$ cat src/rtl/ufu_pkg.sv
package ufu_pkg;
   typedef enum logic [2:0] {
      UFU_IDLE,
      UFU_SCAN,
      UFU_HDR,
      UFU_DATA,
      UFU_DONE
   } ufu_state_e;

   localparam int UFU_HDR_WORDS = 4;
   localparam int UFU_IRQ_BIT   = 31;
   localparam int UFU_ENDID_BIT = 30;
endpackage

$ cat src/rtl/ufu_hdr_decode.sv
module ufu_hdr_decode #(
   parameter int DATA_W     = 32,
   parameter int ADDR_W     = 24,
   parameter int CNT_W      = 20,
   parameter int ALIGN_LOG2 = 2
) (
   input  logic [DATA_W-1:0] tag_word_i,
   input  logic [DATA_W-1:0] len_word_i,
   output logic [ADDR_W-1:0] addr_o,
   output logic [CNT_W-1:0]  len_o,
   output logic              last_o,
   output logic              over_o
);
   localparam int unsigned MASK_I =
      ((32'd1 << CNT_W) - 32'd1) & ~((32'd1 << ALIGN_LOG2) - 32'd1);
   localparam logic [DATA_W-1:0] LEN_MASK = DATA_W'(MASK_I);

   always_comb begin
      addr_o = tag_word_i[ADDR_W-1:0];
      len_o  = CNT_W'(len_word_i & LEN_MASK);
      last_o = tag_word_i[ufu_pkg::UFU_IRQ_BIT] | tag_word_i[ufu_pkg::UFU_ENDID_BIT];
      over_o = len_word_i > LEN_MASK;
   end
endmodule

$ cat src/rtl/ufu_done_timer.sv
module ufu_done_timer #(
   parameter int MOVED_W  = 24,
   parameter int SHIFT    = 2,
   parameter bit ROUND_UP = 1'b0
) (
   input  logic               clk,
   input  logic               rst_n,
   input  logic               load_i,
   input  logic [MOVED_W-1:0] moved_i,
   output logic               irq_o
);
   logic [MOVED_W:0]   scaled;
   logic [MOVED_W-1:0] delay, cnt_q;
   logic               run_q;

   generate
      if (ROUND_UP) begin : g_ceil
         assign scaled = ({1'b0, moved_i} + (MOVED_W+1)'((1 << SHIFT) - 1)) >> SHIFT;
      end else begin : g_floor
         assign scaled = {1'b0, moved_i} >> SHIFT;
      end
   endgenerate

   assign delay = (scaled == '0) ? MOVED_W'(1) : scaled[MOVED_W-1:0];

   always_ff @(posedge clk or negedge rst_n) begin
      if (!rst_n) begin
         cnt_q <= '0;
         run_q <= 1'b0;
         irq_o <= 1'b0;
      end else begin
         irq_o <= 1'b0;
         if (load_i) begin
            cnt_q <= delay;
            run_q <= 1'b1;
         end else if (run_q) begin
            if (cnt_q == MOVED_W'(1)) begin
               irq_o <= 1'b1;
               run_q <= 1'b0;
            end else begin
               cnt_q <= cnt_q - MOVED_W'(1);
            end
         end
      end
   end
endmodule

$ cat src/rtl/tagged_fifo_unloader.sv
module tagged_fifo_unloader #(
   parameter int DATA_W         = 32,
   parameter int ADDR_W         = 24,
   parameter int CNT_W          = 20,
   parameter int ALIGN_LOG2     = 2,
   parameter int LVL_W          = 8,
   parameter int MOVED_W        = 24,
   parameter int DELAY_SHIFT    = 2,
   parameter bit DELAY_ROUND_UP = 1'b0
) (
   input  logic              clk,
   input  logic              rst_n,
   input  logic              start_i,
   input  logic [DATA_W-1:0] fifo_data_i,
   input  logic [LVL_W-1:0]  fifo_level_i,
   output logic              fifo_pop_o,
   output logic              mem_we_o,
   output logic [ADDR_W-1:0] mem_addr_o,
   output logic [DATA_W-1:0] mem_data_o,
   output logic              busy_o,
   output logic              active_o,
   output logic              overrun_o,
   output logic              done_irq_o
);
   import ufu_pkg::*;

   localparam int BYTES   = DATA_W / 8;
   localparam int HIDX_W  = $clog2(UFU_HDR_WORDS);

   generate
      if (ADDR_W > DATA_W) begin : g_chk_addr
         $error("ADDR_W must not exceed DATA_W");
      end
      if (CNT_W >= 32 || CNT_W <= ALIGN_LOG2) begin : g_chk_cnt
         $error("CNT_W must lie between ALIGN_LOG2 and 31");
      end
      if ((1 << LVL_W) <= UFU_HDR_WORDS) begin : g_chk_lvl
         $error("LVL_W too small to express a full header");
      end
      if (DATA_W % 8 != 0 || DATA_W < 32) begin : g_chk_data
         $error("DATA_W must be a byte multiple of at least 32");
      end
   endgenerate

   ufu_state_e         st_q;
   logic [HIDX_W-1:0]  hidx_q;
   logic [DATA_W-1:0]  tag_q;
   logic [ADDR_W-1:0]  addr_q;
   logic [CNT_W-1:0]   rem_q;
   logic [MOVED_W-1:0] moved_q;
   logic               last_q, busy_q, active_q, over_q;

   logic [ADDR_W-1:0]  dec_addr;
   logic [CNT_W-1:0]   dec_len;
   logic               dec_last, dec_over;
   logic               has_word, timer_load, timer_irq;

   ufu_hdr_decode #(
      .DATA_W(DATA_W), .ADDR_W(ADDR_W), .CNT_W(CNT_W), .ALIGN_LOG2(ALIGN_LOG2)
   ) dec_i (
      .tag_word_i(tag_q), .len_word_i(fifo_data_i),
      .addr_o(dec_addr), .len_o(dec_len), .last_o(dec_last), .over_o(dec_over)
   );

   assign timer_load = (st_q == UFU_SCAN) && last_q;

   ufu_done_timer #(
      .MOVED_W(MOVED_W), .SHIFT(DELAY_SHIFT), .ROUND_UP(DELAY_ROUND_UP)
   ) tmr_i (
      .clk(clk), .rst_n(rst_n), .load_i(timer_load), .moved_i(moved_q), .irq_o(timer_irq)
   );

   assign has_word   = fifo_level_i != '0;
   assign mem_we_o   = (st_q == UFU_DATA) && has_word;
   assign fifo_pop_o = (st_q == UFU_HDR) || mem_we_o;
   assign mem_addr_o = addr_q;
   assign mem_data_o = fifo_data_i;
   assign busy_o     = busy_q;
   assign active_o   = active_q;
   assign overrun_o  = over_q;
   assign done_irq_o = timer_irq;

   always_ff @(posedge clk or negedge rst_n) begin
      if (!rst_n) begin
         st_q     <= UFU_IDLE;
         hidx_q   <= '0;
         tag_q    <= '0;
         addr_q   <= '0;
         rem_q    <= '0;
         moved_q  <= '0;
         last_q   <= 1'b0;
         busy_q   <= 1'b0;
         active_q <= 1'b0;
         over_q   <= 1'b0;
      end else begin
         unique case (st_q)
            UFU_IDLE: if (start_i) begin
               busy_q   <= 1'b1;
               active_q <= 1'b1;
               over_q   <= 1'b0;
               moved_q  <= '0;
               last_q   <= 1'b0;
               rem_q    <= '0;
               st_q     <= UFU_SCAN;
            end
            UFU_SCAN: begin
               if (last_q) begin
                  busy_q <= 1'b0;
                  last_q <= 1'b0;
                  addr_q <= '0;
                  tag_q  <= '0;
                  st_q   <= UFU_DONE;
               end else if (fifo_level_i >= LVL_W'(UFU_HDR_WORDS)) begin
                  hidx_q <= '0;
                  st_q   <= UFU_HDR;
               end
            end
            UFU_HDR: begin
               hidx_q <= hidx_q + HIDX_W'(1);
               if (hidx_q == HIDX_W'(0)) tag_q <= fifo_data_i;
               if (hidx_q == HIDX_W'(1)) begin
                  addr_q <= dec_addr;
                  rem_q  <= dec_len;
                  last_q <= dec_last;
                  if (dec_over) over_q <= 1'b1;
               end
               if (hidx_q == HIDX_W'(UFU_HDR_WORDS - 1))
                  st_q <= (rem_q == '0) ? UFU_SCAN : UFU_DATA;
            end
            UFU_DATA: if (has_word) begin
               addr_q <= addr_q + ADDR_W'(BYTES);
               rem_q  <= rem_q - CNT_W'(1);
               if (moved_q != '1) moved_q <= moved_q + MOVED_W'(1);
               if (rem_q == CNT_W'(1)) st_q <= UFU_SCAN;
            end
            UFU_DONE: if (timer_irq) begin
               active_q <= 1'b0;
               st_q     <= UFU_IDLE;
            end
            default: st_q <= UFU_IDLE;
         endcase
      end
   end
endmodule

$ cat config.mk
export PLATFORM = sky130hd
export DESIGN_NAME = tagged_fifo_unloader
export DESIGN_NICKNAME = d
export VERILOG_FILES = /design/src/rtl/ufu_pkg.sv /design/src/rtl/ufu_hdr_decode.sv /design/src/rtl/ufu_done_timer.sv /design/src/rtl/tagged_fifo_unloader.sv
export SDC_FILE = /design/constraint.sdc
export NUM_CORES = 1
export LEC_CHECK = 0
export ABC_AREA = 1
export BUFFER_PORTS_ARGS = -buffer_cell sky130_fd_sc_hd__buf_2
export CAP_MARGIN = 20
export CORE_MARGIN = 1
export CORE_UTILIZATION = 35
export CTS_CLUSTER_DIAMETER = 200
export CTS_CLUSTER_SIZE = 24
export DETAILED_ROUTE_END_ITERATION = 6
export SETUP_SLACK_MARGIN = 0.1
export SLEW_MARGIN = 20
export SYNTH_ARGS = -nofsm -noshare
export SYNTH_HDL_FRONTEND = slang
export SYNTH_SLANG_ARGS = --single-unit
$ cat constraint.sdc
create_clock -name clk -period 4.8 [get_ports clk]
set_input_delay 0.96 -clock clk [delete_from_list [all_inputs] [get_ports clk]]
set_output_delay 0.96 -clock clk [all_outputs]
set_load 0.02 [all_outputs]
==> flow_summary.yaml <==
run_status:
  status: "finished, final reports clean"
grt:
  busiest_layer: "met2"
  overflow: 0
  grt_pass1_vias: 8311
  grt_pass1_wl_um: 42100
  met2_usage_pct: 34.3
  grtUsageMet3_pct: 3.43
  track_usage_pct: 20.5
  grt_max_degree: 99
  grt_antenna_before_repair: 0
  grt_use_met1_pct: 26.8
sta:
  finalCriticalPeriod_ns: 3.18
  clock_skew_ns: 0.0117
  worstMarginPinSlew_ns: 0.966
  drv_slew: 0
  maxSlewHeadroom_pct: 35.6
  hold_viol: 0
  tns_ns: 0
  rsz0062_at_grt: "no"
  fmax_mhz: 314
  finalSetupViolCount: 0
  finalCritPeriodShare_pct: 66.3
cells_and_area:
  layout_common_cells: "434 x nand2_1, 249 x nor2_1, 129 x dfrtp_1"
  diodes: 0
  final_area_sq_mm: 0.00982
  nets: 1468
  area_delta_synth_final_pct: 12.5
  drive_gt1_share_pct: 12.0
  nFillCells: 2648
  final_common_cell: "nand2_1"
setup_path:
  worstSetupStartpointType: "flop"
  slowest_stage: "dfrtp_1"
  r2r_start: "st_q[0]"
  critPathArrivalTime_ns: 2.22
  cp_top_family: "buffers and inverters"
  crit_buf_inv: 3
  cp.required_ns: 3.84
  crit_chain: "nand2_2, nor2_4, buf_4, nand2_1, inv_1, buf_2"
  cpPeakStageDelay_ns: 0.55
  crit_path_end_kind: "primary output"
  critical_path_class: "reg -> out"
  cp_max_fo: 48
  crit_start: "st_q[0]"
pwr:
  power_switching_mw: 2.85
  ir_worst_vdd_mv: 0.351
  swShare_pct: 49.3
  p_seq_share_pct: 30.2
  power_density_mw_per_mm2: 588
  p_leak_nw: 4.78
  comb_power_share_pct: 46.5
  internal_power_mw: 2.93
  p_clk_share_pct: 23.3
floorplan:
  row_count: 57
  die_area_sq_mm: 0.0256
  die_w_um: 160
  pin_count: 105
  initial_core_util_pct: 35.8
  die_h_um: 160
  core-area_sq_mm: 0.0244
drt:
  drt-initial-drc-count: 603
  viasPerCell: 4.93
  drc: 0
  firstDrtPassIters: 7
  postRouteAntennaNets: 0
  routedWlPerCell_um: 14.4
  dr_total_vias: 8634
  totalWireLength_um: 25300
logic_synthesis:
  synth.distinct_cells: 37
  ys_seq_elements: 129
  syn_inst: 1362
  syn_avg_cell_area_sq_um: 6.41
  async_flop_share_pct: 100
  syn_nets: 1414
  syn-cell-area_sq_mm: 0.00873
  synth_enable_flop_cells: 0
  synthFlopType: "dfrtp_1"
  synth.yosys.seq_area_share_pct: 37.0
  synth_warnings: 0
placement:
  post-dp-hpwl_um: 18300
  gp_congestion: 0.880
  placed_area_sq_mm: 0.00923
  port_buffers: 104
clock_network:
  cts-root-buf: "clkbuf_16"
  hold_buffers: 0
  cts_resized: 0
  clk_latency_ns: 0.44
  cts_setup_buffers: 0
  clock_path_buffers: 2
  cts_tree: "yes"
  clock_sinks: 129
  htreeDepth: 4
  path_clk_slew_ns: 0.06
  cts_buffers: 17
run:
  drv_cap: 0
worst_hold_path:
  hp-start: "tag_q[30]"
  hold_path.class: "reg -> reg"
[path summary, 6_finish.rpt]
check | slack [ns] | depth (start not counted) | to
worst min register to register | 0.49 | 2 | tag_q[30]
worst max register to register | 2.12 | 10 | moved_q[8]
min in group asynchronous | 0.62 | 1 | tmr_i.cnt_q[22]
worst min-delay path | 0.49 | 2 | tag_q[30]
worst max-delay path | 1.62 | 6 | mem_we_o
max in group asynchronous | 3.11 | 2 | tag_q[5]
[metal layers]
| metal | vias to the layer above | share of wire (%) |
|---|---|---|
| li1 | 4402 | - |
| met1 | 3965 | 46 |
| met2 | 225 | 47 |
| met3 | 42 | 4.3 |
| met4 | 0 | 2.2 |
| met5 | - | 0 |
[logic make-up after synthesis]
kind of cell	Yosys count	synth area share [%]
fa+ha+maj	9	1.29
simple gates	852	40.2
flops	129	37.0
buf+inv	205	11.1
xor+xnor	9	0.903
compound gates	158	9.49
[metrics by stage]
step	cells	hold WS [ns]	power (mW)	utilization, %	setup WS [ns]
finish	1753	0.486	5.78	40.3	1.62
global route	1753	0.510	6.27	40.3	1.48
CTS	1753	0.489	5.81	40.3	1.62
detailed placement	1721	0.474	4.45	37.8	1.99
global placement	1721	0.469	4.41	37.8	2.01
floorplan	1362	0.449	3.77	-	2.27
[power by group through the flow]
stage	clock network [mW]	logic (mW)	registers (mW)
5_1_grt	1.41	3.06	1.79
3_3_place_gp	0	2.66	1.75
4_1_cts	1.37	2.70	1.74
6_report	1.35	2.69	1.75
2_1_floorplan	0	2.02	1.75
3_5_place_dp	0	2.69	1.76
[final cells by class]
class / count / area [sq um] / share of cell area [%]
multi-input cells: 1028 / 4540 / 46.2
flip-flops and latches: 129 / 3230 / 32.9
repair buffers: 108 / 557 / 5.67
inverters: 132 / 498 / 5.07
clock buffers: 17 / 425 / 4.33
well taps: 324 / 405 / 4.13
clock inverters: 15 / 170 / 1.73
[flip-flops by register name (all words and copies together), names as in the netlist]
| register | count |
|---|---|
| busy_o | 1 |
| tmr_i.cnt_q | 24 |
| tmr_i.run_q | 1 |
| mem_addr_o | 24 |
| overrun_o | 1 |
| hidx_q | 2 |
| tag_q | 26 |
| moved_q | 24 |
| active_o | 1 |
| last_q | 1 |
| st_q | 3 |
| tmr_i.irq_o | 1 |
| rem_q | 20 |
[worst reg2reg max path, stage by stage (launching register included)]
cell     delay (ns)
dfrtp_1        0.55
nand2_2        0.16
nor2_4         0.09
buf_4          0.52
nand2_2        0.19
nand2_2        0.15
nor2_1         0.08
nand2_2        0.54
inv_4          0.15
nand2_1        0.10
nand2_1        0.05
[cells in the mapped netlist, types with 5 or more instances]
library cell / number / share of area, %
nand2_1: 434 / 19
nor2_1: 249 / 11
dfrtp_1: 129 / 37
inv_1: 126 / 5.4
nand3_1: 106 / 6.1
o21ai_0: 58 / 3.3
o21ai_1: 57 / 3.3
buf_4: 41 / 3.5
a21oi_1: 28 / 1.6
nand4_1: 23 / 1.6
buf_2: 22 / 1.3
nor3_1: 10 / 0.57
ha_1: 9 / 1.3
xor2_1: 9 / 0.90
clkbuf_1: 7 / 0.30
nand2_2: 7 / 0.50
inv_2: 5 / 0.22
nor2_2: 5 / 0.36
or2_2: 5 / 0.36
No activity file was read; power rests on OpenSTA's default activity.
